$ cat src/rtl/ilv_refill_pkg.sv
package ilv_refill_pkg;

   typedef enum logic [1:0] {
      PH_IDLE   = 2'd0,
      PH_ADDR   = 2'd1,
      PH_ACCESS = 2'd2,
      PH_XFER   = 2'd3
   } phase_e;

   // width of a counter able to hold values 0..n-1, never below one bit
   function automatic int unsigned cnt_width(input int unsigned n);
      return (n <= 1) ? 1 : $clog2(n);
   endfunction

   function automatic int unsigned max3(input int unsigned a, input int unsigned b,
                                        input int unsigned c);
      int unsigned m;
      m = (a > b) ? a : b;
      return (m > c) ? m : c;
   endfunction

endpackage

$ cat src/rtl/ilv_refill_timer.sv
module ilv_refill_timer
   import ilv_refill_pkg::*;
#(
   parameter int unsigned ADDR_CYC   = 4,
   parameter int unsigned ACCESS_CYC = 24,
   parameter int unsigned XFER_CYC   = 4,
   parameter int unsigned NUM_BEATS  = 4
) (
   input  logic                           clk,
   input  logic                           rst_n,
   input  logic                           start_i,
   output phase_e                         phase_o,
   output logic                           capture_o,
   output logic                           beat_tick_o,
   output logic [$clog2(NUM_BEATS)-1:0]   beat_o,
   output logic                           last_o
);

   localparam int unsigned CNT_W  = cnt_width(max3(ADDR_CYC, ACCESS_CYC, XFER_CYC));
   localparam int unsigned BEAT_W = $clog2(NUM_BEATS);
   localparam logic [CNT_W-1:0]  ADDR_LD  = CNT_W'(ADDR_CYC - 1);
   localparam logic [CNT_W-1:0]  ACC_LD   = CNT_W'(ACCESS_CYC - 1);
   localparam logic [CNT_W-1:0]  XFER_LD  = CNT_W'(XFER_CYC - 1);
   localparam logic [BEAT_W-1:0] BEAT_END = BEAT_W'(NUM_BEATS - 1);

   phase_e            phase_q;
   logic [CNT_W-1:0]  cnt_q;
   logic [BEAT_W-1:0] beat_q;
   logic              cnt_zero;

   assign cnt_zero    = (cnt_q == '0);
   assign phase_o     = phase_q;
   assign capture_o   = (phase_q == PH_ACCESS) && cnt_zero;
   assign beat_tick_o = (phase_q == PH_XFER) && cnt_zero;
   assign beat_o      = beat_q;
   assign last_o      = beat_tick_o && (beat_q == BEAT_END);

   always_ff @(posedge clk or negedge rst_n) begin
      if (!rst_n) begin
         phase_q <= PH_IDLE;
         cnt_q   <= '0;
         beat_q  <= '0;
      end else begin
         unique case (phase_q)
            PH_IDLE: begin
               if (start_i) begin
                  phase_q <= PH_ADDR;
                  cnt_q   <= ADDR_LD;
               end
            end
            PH_ADDR: begin
               if (cnt_zero) begin
                  phase_q <= PH_ACCESS;
                  cnt_q   <= ACC_LD;
               end else begin
                  cnt_q <= cnt_q - 1'b1;
               end
            end
            PH_ACCESS: begin
               if (cnt_zero) begin
                  phase_q <= PH_XFER;
                  cnt_q   <= XFER_LD;
                  beat_q  <= '0;
               end else begin
                  cnt_q <= cnt_q - 1'b1;
               end
            end
            PH_XFER: begin
               if (cnt_zero) begin
                  if (beat_q == BEAT_END) begin
                     phase_q <= PH_IDLE;
                     beat_q  <= '0;
                  end else begin
                     beat_q <= beat_q + 1'b1;
                     cnt_q  <= XFER_LD;
                  end
               end else begin
                  cnt_q <= cnt_q - 1'b1;
               end
            end
            default: phase_q <= PH_IDLE;
         endcase
      end
   end

endmodule

$ cat src/rtl/ilv_refill_bank_latch.sv
module ilv_refill_bank_latch #(
   parameter int unsigned WORD_W    = 32,
   parameter int unsigned NUM_BANKS = 4
) (
   input  logic                                 clk,
   input  logic                                 rst_n,
   input  logic                                 capture_i,
   input  logic [NUM_BANKS*WORD_W-1:0]          bank_rdata_i,
   output logic [NUM_BANKS-1:0][WORD_W-1:0]     words_o
);

   for (genvar b = 0; b < NUM_BANKS; b++) begin : g_bank
      logic [WORD_W-1:0] word_q;
      always_ff @(posedge clk or negedge rst_n) begin
         if (!rst_n)         word_q <= '0;
         else if (capture_i) word_q <= bank_rdata_i[b*WORD_W +: WORD_W];
      end
      assign words_o[b] = word_q;
   end

endmodule

$ cat src/rtl/ilv_refill_word_sel.sv
module ilv_refill_word_sel #(
   parameter int unsigned WORD_W    = 32,
   parameter int unsigned NUM_BANKS = 4
) (
   input  logic [NUM_BANKS-1:0][WORD_W-1:0]     words_i,
   input  logic [$clog2(NUM_BANKS)-1:0]         crit_off_i,
   input  logic [$clog2(NUM_BANKS)-1:0]         beat_i,
   output logic [$clog2(NUM_BANKS)-1:0]         slot_o,
   output logic [WORD_W-1:0]                    word_o
);

   // power-of-two bank count: the offset sum wraps by truncation
   assign slot_o = crit_off_i + beat_i;

   always_comb begin
      word_o = '0;
      for (int i = 0; i < NUM_BANKS; i++) begin
         if (slot_o == i[$clog2(NUM_BANKS)-1:0]) word_o = words_i[i];
      end
   end

endmodule

$ cat src/rtl/ilv_refill_ctrl.sv
module ilv_refill_ctrl
   import ilv_refill_pkg::*;
#(
   parameter int unsigned WORD_W     = 32,
   parameter int unsigned NUM_BANKS  = 4,
   parameter int unsigned BLK_ADDR_W = 28,
   parameter int unsigned ADDR_CYC   = 4,
   parameter int unsigned ACCESS_CYC = 24,
   parameter int unsigned XFER_CYC   = 4
) (
   input  logic                              clk,
   input  logic                              rst_n,
   input  logic                              miss_req,
   input  logic [BLK_ADDR_W-1:0]             miss_blk_addr,
   input  logic [$clog2(NUM_BANKS)-1:0]      miss_off,
   output logic                              busy,
   output logic                              bank_en,
   output logic [BLK_ADDR_W-1:0]             bank_addr,
   input  logic [NUM_BANKS*WORD_W-1:0]       bank_rdata,
   output logic                              fill_we,
   output logic [$clog2(NUM_BANKS)-1:0]      fill_off,
   output logic [WORD_W-1:0]                 fill_data,
   output logic                              cpu_rdy,
   output logic [WORD_W-1:0]                 cpu_data,
   output logic                              line_done
);

   localparam int unsigned OFF_W = $clog2(NUM_BANKS);

   // elaboration-time parameter checks
   if (NUM_BANKS < 2 || (NUM_BANKS & (NUM_BANKS - 1)) != 0) begin : g_bad_banks
      $error("NUM_BANKS must be a power of two of at least 2");
   end
   if (ADDR_CYC < 1 || ACCESS_CYC < 1 || XFER_CYC < 1) begin : g_bad_timing
      $error("all phase lengths must be at least one cycle");
   end
   if (WORD_W < 1 || BLK_ADDR_W < 1) begin : g_bad_width
      $error("word and address widths must be positive");
   end

   phase_e                          phase;
   logic                            accept;
   logic                            capture;
   logic                            beat_tick;
   logic                            last_beat;
   logic [OFF_W-1:0]                beat;
   logic [OFF_W-1:0]                crit_off_q;
   logic [BLK_ADDR_W-1:0]           blk_addr_q;
   logic [NUM_BANKS-1:0][WORD_W-1:0] words;
   logic [OFF_W-1:0]                slot;
   logic [WORD_W-1:0]               slot_word;

   assign busy   = (phase != PH_IDLE);
   assign accept = miss_req && !busy;

   always_ff @(posedge clk or negedge rst_n) begin
      if (!rst_n) begin
         blk_addr_q <= '0;
         crit_off_q <= '0;
      end else if (accept) begin
         blk_addr_q <= miss_blk_addr;
         crit_off_q <= miss_off;
      end
   end

   ilv_refill_timer #(
      .ADDR_CYC   (ADDR_CYC),
      .ACCESS_CYC (ACCESS_CYC),
      .XFER_CYC   (XFER_CYC),
      .NUM_BEATS  (NUM_BANKS)
   ) u_timer (
      .clk         (clk),
      .rst_n       (rst_n),
      .start_i     (accept),
      .phase_o     (phase),
      .capture_o   (capture),
      .beat_tick_o (beat_tick),
      .beat_o      (beat),
      .last_o      (last_beat)
   );

   assign bank_en   = (phase == PH_ACCESS);
   assign bank_addr = blk_addr_q;

   ilv_refill_bank_latch #(
      .WORD_W    (WORD_W),
      .NUM_BANKS (NUM_BANKS)
   ) u_latch (
      .clk          (clk),
      .rst_n        (rst_n),
      .capture_i    (capture),
      .bank_rdata_i (bank_rdata),
      .words_o      (words)
   );

   ilv_refill_word_sel #(
      .WORD_W    (WORD_W),
      .NUM_BANKS (NUM_BANKS)
   ) u_sel (
      .words_i    (words),
      .crit_off_i (crit_off_q),
      .beat_i     (beat),
      .slot_o     (slot),
      .word_o     (slot_word)
   );

   always_ff @(posedge clk or negedge rst_n) begin
      if (!rst_n) begin
         fill_we   <= 1'b0;
         fill_off  <= '0;
         fill_data <= '0;
         cpu_rdy   <= 1'b0;
         cpu_data  <= '0;
         line_done <= 1'b0;
      end else begin
         fill_we   <= beat_tick;
         line_done <= last_beat;
         cpu_rdy   <= beat_tick && (beat == '0);
         if (beat_tick) begin
            fill_off  <= slot;
            fill_data <= slot_word;
         end
         if (beat_tick && (beat == '0)) cpu_data <= slot_word;
      end
   end

endmodule

$ cat config.mk
export PLATFORM = sky130hd
export DESIGN_NAME = ilv_refill_ctrl
export DESIGN_NICKNAME = d
export VERILOG_FILES = /design/src/rtl/ilv_refill_pkg.sv /design/src/rtl/ilv_refill_timer.sv /design/src/rtl/ilv_refill_bank_latch.sv /design/src/rtl/ilv_refill_word_sel.sv /design/src/rtl/ilv_refill_ctrl.sv
export SDC_FILE = /design/constraint.sdc
export NUM_CORES = 1
export LEC_CHECK = 0
export ABC_AREA = 1
export BUFFER_PORTS_ARGS = -buffer_cell sky130_fd_sc_hd__buf_2
export CAP_MARGIN = 0
export CORE_MARGIN = 10
export CORE_UTILIZATION = 53
export DETAILED_ROUTE_END_ITERATION = 12
export HOLD_SLACK_MARGIN = 0.1
export PLACE_DENSITY = 0.8
export RECOVER_POWER = 25
export SETUP_SLACK_MARGIN = 0.05
export SLEW_MARGIN = 20
export SYNTH_ARGS = -nofsm -noshare
export SYNTH_HDL_FRONTEND = slang
export SYNTH_SLANG_ARGS = --single-unit
$ cat constraint.sdc
create_clock -name clk -period 2 [get_ports clk]
set_input_delay 0.3 -clock clk [delete_from_list [all_inputs] [get_ports clk]]
set_output_delay 0.3 -clock clk [all_outputs]
set_load 0.01 [all_outputs]
After elaboration in Yosys (flattened, before gate mapping)
Cells that the tools add are included.

Register bits: 236. Input port bits: 161. Output and inout bits: 99. Logic and storage cells: 66.

Add/subtract/negate cells: 3. Equality and inequality tests: 13. Multiplexer cells: 20. Reduce and logical (&&, ||, !) cells: 15.

Operators with widths (number): two-way mux 32 bit (4); two-way mux 5 bit (5); one-hot mux 5 bit (4 select lines) (1); two-way mux 2 bit (8); equality test 2 bit, second input constant (5); one-hot mux 2 bit (4 select lines) (1); zero test 2 bit (3); inequality test 2 x 1 -> 1 bit, second input constant (3); logical AND 1 bit (5); zero test 5 bit (1); AND reduction 5 bit (1); subtractor 5 x 1 -> 5 bit, second input constant (1); equality test 2 x 1 -> 1 bit, second input constant (2); inequality test 2 bit, second input constant (2); one-hot mux 2 bit (2 select lines) (1); nonzero test 2 bit (2); inequality test 3 bit, second input constant (1); AND reduction 3 bit (1); adder 2 x 1 -> 2 bit, second input constant (1); adder 2 bit (1); AND reduction 2 bit (1); zero test 1 bit (1).

Depth between registers and ports, before layout
Gate-level depths: netlist of the first run.

Word-level depth: 6. Depth in mapped cells: 12. Depth with buffers taken out: 11.

Modules after synthesis
Synthesis of the first run repeated with hierarchy kept, for this count alone.

Cells, all modules: 1270. Area, all modules: 10656.5 um^2.

Modules (own cells, without submodules): ilv_refill_bank_latch (instances 1, cells each 541, area each 4959.8 um^2, seq. area each 3203.1 um^2); ilv_refill_ctrl (instances 1, cells each 422, area each 3921.3 um^2, seq. area each 2477.4 um^2); ilv_refill_word_sel (instances 1, cells each 222, area each 1109.8 um^2, seq. area each 0.0 um^2); ilv_refill_timer (instances 1, cells each 85, area each 665.6 um^2, seq. area each 225.2 um^2).

Least setup slack after synthesis of the first run
OpenSTA, ideal clock, no wires.

Kind: reg2reg. From: register u_timer.beat_q[0], in the netlist u_timer.beat_o[0]. To: register cpu_data[0]. Setup time: 117 ps. Arrival time: 1469 ps. Data required time: 1883 ps. Slack: 414 ps. Cell stages (with the launch flop): 9. Buffers on the path: 2. Clock period less this slack: 1586 ps. Cells stage by stage: dfrtp_1 -> ha_1 -> buf_2 -> clkinv_1 -> clkbuf_1 -> nand3_1 -> nand3_1 -> nand3_1 -> nand2_1.

Word-level cells in the longest chain between the ends: 6. Elaborated cells on any way between the ends: 11. Classes of those cells: add/sub: 1; eq/ne: 3; mux: 4; reduce/logical: 3.

Ends and longest elaborated chain: start, declared (RTL line ilv_refill_timer.sv:28) `logic [BEAT_W-1:0] beat_q;`; start signal, assigned (RTL line ilv_refill_timer.sv:74) `beat_q <= beat_q + 1'b1;`; adder 2 bit * (RTL line ilv_refill_word_sel.sv:13) `assign slot_o = crit_off_i + beat_i;`; named net slot[0] (RTL line ilv_refill_ctrl.sv:50) `logic [OFF_W-1:0] slot;`; zero test 2 bit (RTL line ilv_refill_word_sel.sv:18) `if (slot_o == i[$clog2(NUM_BANKS)-1:0]) word_o = words_i[i];`; two-way mux 32 bit (3 in series) (RTL line ilv_refill_word_sel.sv:18); two-way mux 32 bit * (RTL line ilv_refill_word_sel.sv:18); end signal, assigned (RTL line ilv_refill_ctrl.sv:123) `if (beat_tick && (beat == '0)) cpu_data <= slot_word;`; end, declared (RTL line ilv_refill_ctrl.sv:24) `output logic [WORD_W-1:0] cpu_data,`.

The timed path passes the listed nets; every way through them passes the cells marked *. A chain may end at the register's enable or synchronous reset.

Worst setup path after layout of the first run
From: register u_timer.beat_q[0], in the netlist u_timer.beat_o[0]. To: register fill_data[12].

Word-level cells in the longest chain between the ends: 6. Elaborated cells on any way between the ends: 9. Classes of those cells: add/sub: 1; eq/ne: 3; mux: 4; reduce/logical: 1.

Ends and longest elaborated chain: adder 2 bit * (RTL line ilv_refill_word_sel.sv:13); named net slot[0] (RTL line ilv_refill_ctrl.sv:50); zero test 2 bit (RTL line ilv_refill_word_sel.sv:18); two-way mux 32 bit (3 in series) (RTL line ilv_refill_word_sel.sv:18); two-way mux 32 bit * (RTL line ilv_refill_word_sel.sv:18); end signal, assigned (RTL line ilv_refill_ctrl.sv:121) `fill_data <= slot_word;`; end, declared (RTL line ilv_refill_ctrl.sv:22) `output logic [WORD_W-1:0] fill_data,`.

Marks and branches as above.

==> impl_metrics.py, run 1 <==
metrics = {
    "worst_setup_path": {
        "reg2reg_slack_ns": 0.10,
        "arrival_ns": 2.30,
        "reg2reg_from": "u_timer.beat_o[0]",
        "cp.required_ns": 2.41,
        "crit_type": "reg -> reg",
        "max_stage_delay_ns": 0.44,
        "reg2reg_to": "fill_data[12]",
        "cp_num_buf_inv": 3,
        "critPathCaptureType": "register",
        "cp_top_family": "buffers and inverters",
        "cp_slowest_cell": "dfrtp_2",
        "worst_path_most_repeated_cell": "nand3_1",
        "r2r_cells": 8,
        "cp_max_fo": 31,
        "critPathLaunchType": "register",
        "path_cells": "ha_4 > buf_12 > clkinvlp_4 > buf_12 > nand3_1 > nand3_1 > nand3_1 > nand2_1",
    },
    "floorplan": {
        "die_h_um": 159.9,
        "ios": 260,
        "fp-row-count": 51,
        "core_area_um2": 19330,
        "dieArea_um2": 25560,
        "die_w_um": 159.9,
        "start_util_pct": 53.63,
    },
    "sta": {
        "fmax_ghz": 0.5276,
        "worstMarginPinSlew_ns": 0.9569,
        "clock_skew_ns": 0.01065,
        "setup_ws_ns": 0.1045,
        "finalSetupTns_ns": 0,
        "grt_setup_unrepaired": "true",
        "final_max_slew_viol_count": 0,
        "period_share_pct": 94.78,
        "min_period_ns": 1.896,
        "slew_headroom_pct": 36.21,
        "timing.final.hold_violations": 0,
        "setup_viol": 0,
    },
    "cells_and_area": {
        "seqCellArea_um2": 5907,
        "nFillCells": 1251,
        "final_area_um2": 14530,
        "final_cell_mix": "nand2_1 (567), buf_2 (258), dfrtp_1 (235)",
        "synthToLayoutAreaGrowth_pct": 40.08,
        "layout-drive-gt1-share_pct": 22.75,
        "fin_nets": 1804,
        "multi_input_area_um2": 3846,
        "final_common_cell": "nand2_1",
    },
    "grt": {
        "antenna_found_initial": 6,
        "gr-total-overflow": 0,
        "first_global_vias": 10367,
        "grt_max_degree": 98,
        "grt_pass1_wl_um": 56570,
        "grtUsageTotal_pct": 27.20,
    },
    "synthesis": {
        "netlist_area_um2": 10370,
        "synth.avg_cell_area_um2": 8.445,
        "syn_nets": 1399,
        "synth-seq-cells": 236,
        "synth.distinct_cells": 27,
        "yosysTopAreaCellShare_pct": 56.95,
        "synth.largest_area_cell": "dfrtp_1",
        "yosysSeqAreaShare_pct": 56.95,
        "synth_cells": 1228,
        "yosysWarnings": 0,
        "synth_area_leaders": "dfrtp_1 (57%), nand2_1 (21%), nand3_1 (8.0%), mux2_2 (3.1%), inv_1 (3.0%)",
    },
    "cts": {
        "root_buffer": "clkbuf_16",
        "clk_path_buf_depth": 3,
        "clock-sinks": 236,
        "cts_max_level": 1,
        "tritoncts": "yes",
        "clock_latency_ns": 0.52,
        "cts.clk_slew.worst_paths_ns": 0.06,
        "cts_setup_buffers": 0,
        "cts_made_buffers": 25,
    },
    "drt": {
        "drc": 0,
        "vias": 10420,
        "first_pass_iters": 6,
        "drt_iter0_markers": 1112,
        "drt-vias-per-instance": 5.430,
        "ant_nets": 0,
        "routed_wl_um": 37340,
        "wire_per_inst_um": 19.46,
    },
    "worst_hold_path": {
        "min_from": "miss_req",
        "whs_path_depth": 6,
        "min_to": "u_timer.cnt_q[1]",
        "min_path_type": "in -> reg",
    },
    "placement": {
        "placed_cell_area_um2": 11970,
        "pre_cts_ws_ns": 0.07771,
        "port-buffer-count": 259,
        "gp_congestion": 0.8558,
        "hpwlAfterDp_um": 21420,
    },
    "pwr": {
        "p_leak_nw": 7.729,
        "p_per_area_nw_per_um2": 1753,
        "peakVddDrop_v": 0.001024,
    },
    "job": {
        "max-cap-violations": 0,
    },
    "run_status": {
        "status": "finished clean",
    },
}
-- registers in the layout, indices dropped and copies added, names as in the netlist --
name                   cells
crit_off_q                 2
u_latch.g_bank.word_q    128
cpu_data                  32
cpu_rdy                    1
u_timer.phase_o            2
fill_we                    1
fill_off                   2
line_done                  1
fill_data                 32
bank_addr                 28
u_timer.beat_o             2
u_timer.cnt_q              5
-- repair_timing --
| item | 4_1_cts | 5_1_grt |
|---|---|---|
| resized for setup | 0 | 25 |
| endpoints found under the hold margin | 218 | 0 |
| hold buffers | 159 | 0 |
| endpoints found under the setup margin | 0 | 66 |
-- power breakdown --
part	total (mW)	leakage (nW)	internal [mW]	switching, mW
combinational	12.3	4.53	4.45	7.87
clock	4.45	0.395	2.56	1.88
sequential	8.70	2.80	7.23	1.47
total	25.5	7.73	14.2	11.2
-- routing by layer --
layer  global-route usage, %  part of all wire, %  vias up
met5                       0                    0        -
met4                   13.94                  4.8        0
met3                   6.195                   10      147
met2                   43.78                   49      688
met1                   33.79                   37     4921
li1                        -                    -     4664
-- Yosys cell counts --
master    instances
nand2_1         567
dfrtp_1         236
nand3_1         166
inv_1            82
o21ai_0          43
buf_2            39
mux2_2           29
clkbuf_1         19
ha_1             10
nor2_1            8
buf_6             6
a21oi_1           5
inv_2             2
inv_4             2
nor2_4            2
buf_4             1
clkinv_1          1
nand2_2           1
nand2_4           1
nand3_4           1
nand3b_1          1
nand4_1           1
nor3_1            1
o211ai_1          1
o21ai_2           1
xnor2_1           1
xor2_1            1
-- worst max path at each step --
| stage | end | cells past startpoint | from | slack (ns) |
|---|---|---|---|---|
| floorplan | cpu_data[0] | 8 | u_timer.beat_o[0] | 0.41 |
| global placement | fill_data[13] | 8 | u_timer.beat_o[0] | 0.15 |
| detailed placement | cpu_data[26] | 12 | u_timer.beat_o[0] | 0.08 |
| CTS | fill_data[13] | 12 | u_timer.beat_o[0] | 0.05 |
| global route | cpu_data[12] | 8 | u_timer.beat_o[0] | 0.02 |
| finish | fill_data[12] | 8 | u_timer.beat_o[0] | 0.10 |
-- per-stage QoR --
stage / cells / util [%] / hold WS (ns) / power [mW]
6_report: 1919 / 75.13 / 0.2875 / 25.47
5_1_grt: 1919 / 75.13 / 0.3433 / 27.04
4_1_cts: 1909 / 74.19 / 0.2585 / 24.11
3_5_place_dp: 1708 / 61.93 / 0.2921 / 19.36
3_3_place_gp: 1708 / 61.93 / 0.2863 / 18.98
2_1_floorplan: 1228 / - / 0.004409 / 15.24
-- worst min-delay path, cell delays in order --
cell	delay [ns]
buf_2	0.09
nor2_1	0.06
inv_1	0.09
o21ai_2	0.10
nand2_1	0.06
o21ai_0	0.06
-- area by class of cell --
type | instances | share of cell area [%]
flip-flops and latches | 236 | 40.66
well taps | 265 | 2.283
clock inverters | 7 | 0.2412
multi-input cells | 840 | 26.48
diodes | 6 | 0.1034
inverters | 87 | 2.343
clock buffers | 35 | 5.116
repair buffers | 443 | 22.77
-- cells by family after synthesis --
logic type	count (synthesis)	share of synthesized area (%)
and+or+nand+nor	749	29.56
DFF	236	56.95
buffers and inverters	152	6.491
AOI/OAI and AO/OA	50	2.473
muxes	29	3.149
adders and majority gates	10	1.207
xor gates and xnor gates	2	0.1689
No activity file was read; power rests on OpenSTA's default activity.
==> run 2, diff against run 1 <==
- BUFFER_PORTS_ARGS: -buffer_cell sky130_fd_sc_hd__buf_2 -> default
- CORE_UTILIZATION: 53 -> 40
- DONT_BUFFER_PORTS: default -> 1
- PLACE_DENSITY: 0.8 -> default
==> run 2 against run 1 <==
  * The flow now finishes with violations (negative hold slack)
  * Worst hold slack lost 0.82 ns
  * Global-route usage fell by 8.2 points
  * Utilization shrank 22 points
  * Wire length decreased by 11%
  * Fmax grew 0.76%
  * Clock skew fell by 0.00099 ns
  * Clock power grew 11%
  * Final cell count decreased by 9.1%
  * Sequential power up 7.5%
  * Die area rose by 28%
  * Highest routed layer unchanged
==> impl_metrics.py, run 2 (synthesized netlist as in run 1, its figures left out) <==
metrics = {
    "grt": {
        "grtUsageTotal_pct": 18.98,
        "grt_pass1_wl_um": 50580,
        "met3_usage_pct": 5.115,
        "busiest_layer": "met2",
        "gr-total-overflow": 0,
        "first_global_vias": 8758,
        "met2_usage_pct": 29.00,
        "grt_max_degree": 237,
        "grtUsageMet1_pct": 25.95,
        "antenna_found_initial": 4,
    },
    "pwr": {
        "switchingPower_mw": 10.77,
        "p_clk_share_pct": 19.8,
        "pwr-share-comb_pct": 42.8,
        "p_per_area_nw_per_um2": 1850,
        "peakVddDrop_v": 0.0008002,
        "fin_total_pwr_mw": 24.97,
        "p_int_mw": 14.21,
        "p_leak_nw": 6.767,
        "sequentialPowerShare_pct": 37.4,
        "switching_share_pct": 43.11,
    },
    "cts": {
        "clock-sinks": 236,
        "clock_latency_ns": 0.54,
        "cts_made_buffers": 27,
        "clk_path_buf_depth": 3,
        "cts_max_level": 1,
        "tritoncts": "yes",
        "cts.clk_slew.worst_paths_ns": 0.07,
        "ctsHoldBuffers": 158,
        "root_buffer": "clkbuf_16",
    },
    "sta": {
        "fmax_ghz": 0.5316,
        "grt_setup_unrepaired": "false",
        "min_period_ns": 1.881,
        "clock_skew_ns": 0.009659,
        "finalSetupTns_ns": 0,
        "setup_viol": 0,
        "slew_headroom_pct": 60.54,
        "worstMarginPinSlew_ns": 0.5919,
        "final_max_slew_viol_count": 0,
        "period_share_pct": 94.06,
        "holdWs_ns": -0.5287,
        "timing.final.hold_violations": 236,
    },
    "run_status": {
        "status": "finished, violations left",
        "violations": "negative hold slack",
    },
    "drt": {
        "ant_nets": 0,
        "vias": 8756,
        "first_pass_iters": 5,
        "routed_wl_um": 33290,
        "wire_per_inst_um": 19.08,
        "drt_iter0_markers": 876,
        "drc": 0,
        "drt-vias-per-instance": 5.018,
    },
    "worst_setup_path": {
        "arrival_ns": 2.30,
        "cp_max_fo": 8,
        "critPathLaunchType": "register",
        "cp.required_ns": 2.42,
        "worst_path_most_repeated_cell": "nand2_1",
        "critPathCaptureType": "register",
        "max_stage_delay_ns": 0.38,
        "path_cells": "ha_2 > inv_2 > nand2_1 > nand3_1 > nand3_4 > buf_12 > clkinvlp_4 > clkbuf_16 > nand2_1 > nand3_1 > nand2_1",
        "crit_type": "reg -> reg",
        "cp_slowest_cell": "dfrtp_1",
    },
    "cells_and_area": {
        "layout-drive-gt1-share_pct": 9.142,
        "top_regs": "u_latch.g_bank.word_q: 128 flops, cpu_data: 32 flops, fill_data: 32 flops",
        "utilization_pct": 53.31,
        "top_register": "u_latch.g_bank.word_q",
        "final_area_um2": 13500,
        "fin_nets": 1562,
        "final_cell_mix": "nand2_1 (562), dfrtp_1 (236), nand3_1 (164)",
        "largest_reg_flops": 128,
        "final_common_cell": "nand2_1",
        "synthToLayoutAreaGrowth_pct": 30.19,
    },
    "floorplan": {
        "die_h_um": 181.0,
        "die_w_um": 181.0,
        "dieArea_um2": 32760,
        "fp-row-count": 58,
        "start_util_pct": 40.94,
        "ios": 260,
        "core_area_um2": 25330,
    },
    "placement": {
        "hpwlAfterDp_um": 21920,
        "placed_cell_area_um2": 10780,
        "port-buffer-count": 0,
        "gp_congestion": 0.8202,
    },
    "job": {
        "max-cap-violations": 0,
    },
    "worst_hold_path": {
        "min_path_type": "in -> async",
    },
}
[run 2: cell types whose count changed in the layout (fill, tap and decap cells not counted), moves of 3 or more]
cell	previous run	this run
nand3_1	158	164
clkbuf_1	3	10
nand3_2	8	1
buf_4	3	22
clkinv_2	7	3
clkbuf_4	3	0
buf_2	258	0
nand2_2	1	6
nand2_1	567	562
[run 2: repair_timing]
item	4_1_cts	5_1_grt
hold endpoints to repair	394	236
setup buffers	0	9
endpoints found under the setup margin	0	67
gates resized for setup	0	16
[run 2: path summary, 6_finish.rpt]
path | slack, ns | start | cells past startpoint | to
hold / removal | -0.53 | rst_n | 0 | bank_addr[22]
min in group clk | 0.15 | miss_req | 5 | u_timer.cnt_q[1]
hold reg to reg | 0.47 | u_latch.g_bank[1].word_q[7] | 2 | u_latch.g_bank[1].word_q[7]
max in group asynchronous | 2.03 | rst_n | 0 | fill_data[14]
setup / recovery | 0.12 | crit_off_q[0] | 11 | cpu_data[16]
setup reg to reg | 0.12 | crit_off_q[0] | 11 | cpu_data[16]
[run 2: area by class of cell]
cell class,instances,area (um^2)
sequential,236,5906
tap,330,412.9
multi-input combinational,840,3831
timing repair buffer,199,2121
antenna,4,10.01
fill,2289,11830
clock buffer,43,795.8
clock inverter,6,83.83
inverter,87,340.3
[run 2: critical path, delay by kind of cell (launching register included)]
kind | cells | cell delay [ns]
buffers and inverters | 4 | 0.58
AND/OR/NAND/NOR | 6 | 0.57
adder cells (fa/ha/maj) | 1 | 0.21
flip-flops | 1 | 0.38
[run 2: metal layers]
layer  up-vias  part of all wire [%]
met5         -                     0
met4         0                   1.9
met1      4214                    45
met3        42                   7.6
met2       317                    46
li1       4183                     -
[run 2: through the flow]
stage,worst slack [ns],cells
6_report,0.1188,1745
4_1_cts,0.08713,1727
3_3_place_gp,0.1366,1520
2_1_floorplan,0.4141,1228
3_5_place_dp,0.09314,1520
5_1_grt,0.02454,1745
[run 2: power groups by stage]
stage | clock, mW | sequential, mW | combinational, mW
floorplan | 0 | 8.72 | 6.52
global placement | 0 | 9.38 | 9.17
detailed placement | 0 | 9.44 | 9.31
CTS | 5.04 | 9.38 | 9.63
global route | 5.23 | 9.63 | 12.0
finish | 4.94 | 9.35 | 10.7
==> run 3, diff against run 2 <==
==> constraint.sdc (replaced) <==
create_clock -name clk -period 2 [get_ports clk]
set_input_delay 0.6 -clock clk [delete_from_list [all_inputs] [get_ports clk]]
set_output_delay 0.6 -clock clk [all_outputs]
set_load 0.01 [all_outputs]
==> run 3 against run 2 <==
  * The flow still finishes with violations (negative hold slack)
  * Clock skew down 0.0019 ns
  * Cell area down 12%
  * Global-route usage down 0.82 points
  * Setup slack worse by 0.036 ns
  * Sequential share of layout area up 5.8 points
  * Utilization down 6.3 points
  * First-iteration DRC count down 13%
  * Clock power about the same
  * Worst hold slack better by 0.30 ns
  * Power down 1.4%
  * Wire length down 3.6%
  * Via count down 8.4%
  * Largest power group unchanged
==> impl_metrics.py, run 3 (synthesized netlist as in run 1, its figures left out) <==
metrics = {
    "drt": {
        "wire_per_inst_um": 20.25,
        "ant_nets": 0,
        "vias": 8023,
        "routed_wl_um": 32080,
        "first_pass_iters": 5,
        "drt_iter0_markers": 759,
        "drt-vias-per-instance": 5.065,
        "drc": 0,
    },
    "cells_and_area": {
        "layout-drive-gt1-share_pct": 10.45,
        "top_register": "u_latch.g_bank.word_q",
        "final_area_um2": 11910,
        "seqCellArea_um2": 5906,
        "fin_cells": 1584,
        "nFillCells": 2462,
        "final_cell_mix": "nand2_1 (563), dfrtp_1 (236), nand3_1 (165)",
        "largest_reg_flops": 128,
        "top_regs": "u_latch.g_bank.word_q: 128 flops, cpu_data: 32 flops, fill_data: 32 flops",
        "final_common_cell": "nand2_1",
        "fin_nets": 1404,
        "multi_input_area_um2": 3826,
        "synthToLayoutAreaGrowth_pct": 14.85,
    },
    "sta": {
        "final_max_slew_viol_count": 0,
        "setup_viol": 0,
        "timing.final.hold_violations": 236,
        "holdWs_ns": -0.2285,
        "clock_skew_ns": 0.007710,
        "grt_setup_unrepaired": "true",
        "fmax_ghz": 0.5216,
        "worstMarginPinSlew_ns": 0.6536,
        "min_period_ns": 1.917,
        "finalSetupTns_ns": 0,
        "slew_headroom_pct": 56.43,
        "period_share_pct": 95.87,
    },
    "pwr": {
        "p_leak_nw": 6.099,
        "switchingPower_mw": 10.61,
        "fin_total_pwr_mw": 24.63,
        "pwr-share-comb_pct": 42.0,
        "sequentialPowerShare_pct": 37.9,
        "peakVddDrop_v": 0.0008234,
        "p_per_area_nw_per_um2": 2068,
        "p_clk_share_pct": 20.1,
        "p_int_mw": 14.02,
        "switching_share_pct": 43.08,
    },
    "worst_setup_path": {
        "cp_max_fo": 4,
        "critPathCaptureType": "output pin",
        "path_cells": "inv_2 > ha_2 > buf_6",
        "max_stage_delay_ns": 0.39,
        "arrival_ns": 1.32,
        "cp_slowest_cell": "dfrtp_1",
        "crit_type": "reg -> out",
        "critPathLaunchType": "register",
        "cp.required_ns": 1.40,
    },
    "placement": {
        "hpwlAfterDp_um": 21920,
        "port-buffer-count": 0,
        "gp_congestion": 0.8202,
        "placed_cells": 1520,
        "placed_cell_area_um2": 10780,
    },
    "job": {
        "max-cap-violations": 0,
    },
    "grt": {
        "antenna_found_initial": 1,
        "gr-total-overflow": 0,
        "first_global_vias": 7813,
        "grt_pass1_wl_um": 47580,
        "grtUsageTotal_pct": 18.15,
        "grt_max_degree": 237,
    },
    "cts": {
        "cts.clk_slew.worst_paths_ns": 0.06,
        "clock-sinks": 236,
        "clock_latency_ns": 0.54,
        "cts_made_buffers": 27,
        "cts_max_level": 1,
        "clk_path_buf_depth": 3,
        "root_buffer": "clkbuf_16",
        "tritoncts": "yes",
    },
    "floorplan": {
        "fp-row-count": 58,
        "die_h_um": 181.0,
        "start_util_pct": 40.94,
        "die_w_um": 181.0,
        "dieArea_um2": 32760,
        "core_area_um2": 25330,
        "ios": 260,
    },
    "run_status": {
        "violations": "negative hold slack",
        "status": "finished, violations left",
    },
    "worst_hold_path": {
        "min_path_type": "in -> async",
    },
}
[run 3: final timing paths]
path                       cells after the start  slack, ns                        start                          end
max in group asynchronous                      0       1.68                        rst_n                fill_data[14]
hold reg to reg                                2       0.47  u_latch.g_bank[1].word_q[7]  u_latch.g_bank[1].word_q[7]
setup reg to reg                              11       0.15            u_timer.beat_o[0]                fill_data[16]
min in group clk                               2       0.18               bank_rdata[32]  u_latch.g_bank[1].word_q[0]
setup / recovery                               3       0.08           u_timer.phase_o[0]                      bank_en
hold / removal                                 0      -0.23                        rst_n                bank_addr[22]
[run 3: per-stage QoR]
| step | setup WS [ns] | util (%) |
|---|---|---|
| 2_1_floorplan | 0.4141 | - |
| 3_3_place_gp | 0.1366 | 42.57 |
| 3_5_place_dp | 0.09314 | 42.57 |
| 4_1_cts | 0.05137 | 46.07 |
| 5_1_grt | 0.04256 | 47.03 |
| 6_report | 0.08268 | 47.03 |
[run 3: repair_timing]
action | CTS | global route
gates resized for setup | 1 | 18
endpoints found under the setup margin | 2 | 67
pin swaps | 0 | 3
gates cloned | 0 | 5
hold endpoints to repair | 236 | 236
buffers inserted | 1 | 8
[run 3: cell type report]
| cell class | count | share of cell area [%] |
|---|---|---|
| repair buffers | 41 | 4.559 |
| multi-input cells | 840 | 32.13 |
| diodes | 1 | 0.02101 |
| flip-flops and latches | 236 | 49.58 |
| inverters | 87 | 2.857 |
| well taps | 330 | 3.467 |
| clock buffers | 43 | 6.681 |
| clock inverters | 6 | 0.7039 |
[run 3: power groups by stage]
stage | Combinational [mW] | Clock, mW | Sequential [mW]
2_1_floorplan | 6.52 | 0 | 8.72
3_3_place_gp | 9.17 | 0 | 9.38
3_5_place_dp | 9.31 | 0 | 9.44
4_1_cts | 9.38 | 5.04 | 9.37
5_1_grt | 11.6 | 5.24 | 9.62
6_report | 10.4 | 4.94 | 9.34
[run 3: critical path: cells and delay by family, from the launching register on]
family	cells	cell delay, ns
adders and majority gates	1	0.19
buffers and inverters	2	0.20
DFF	1	0.39
[run 3: layer usage]
layer | vias to the layer above | GRT usage [%] | wire length (um)
met5 | - | 0 | 0
met4 | 0 | 3.677 | 433
met3 | 32 | 6.773 | 3213
met2 | 274 | 27.37 | 14510
met1 | 3848 | 24.47 | 13920
li1 | 3869 | - | -
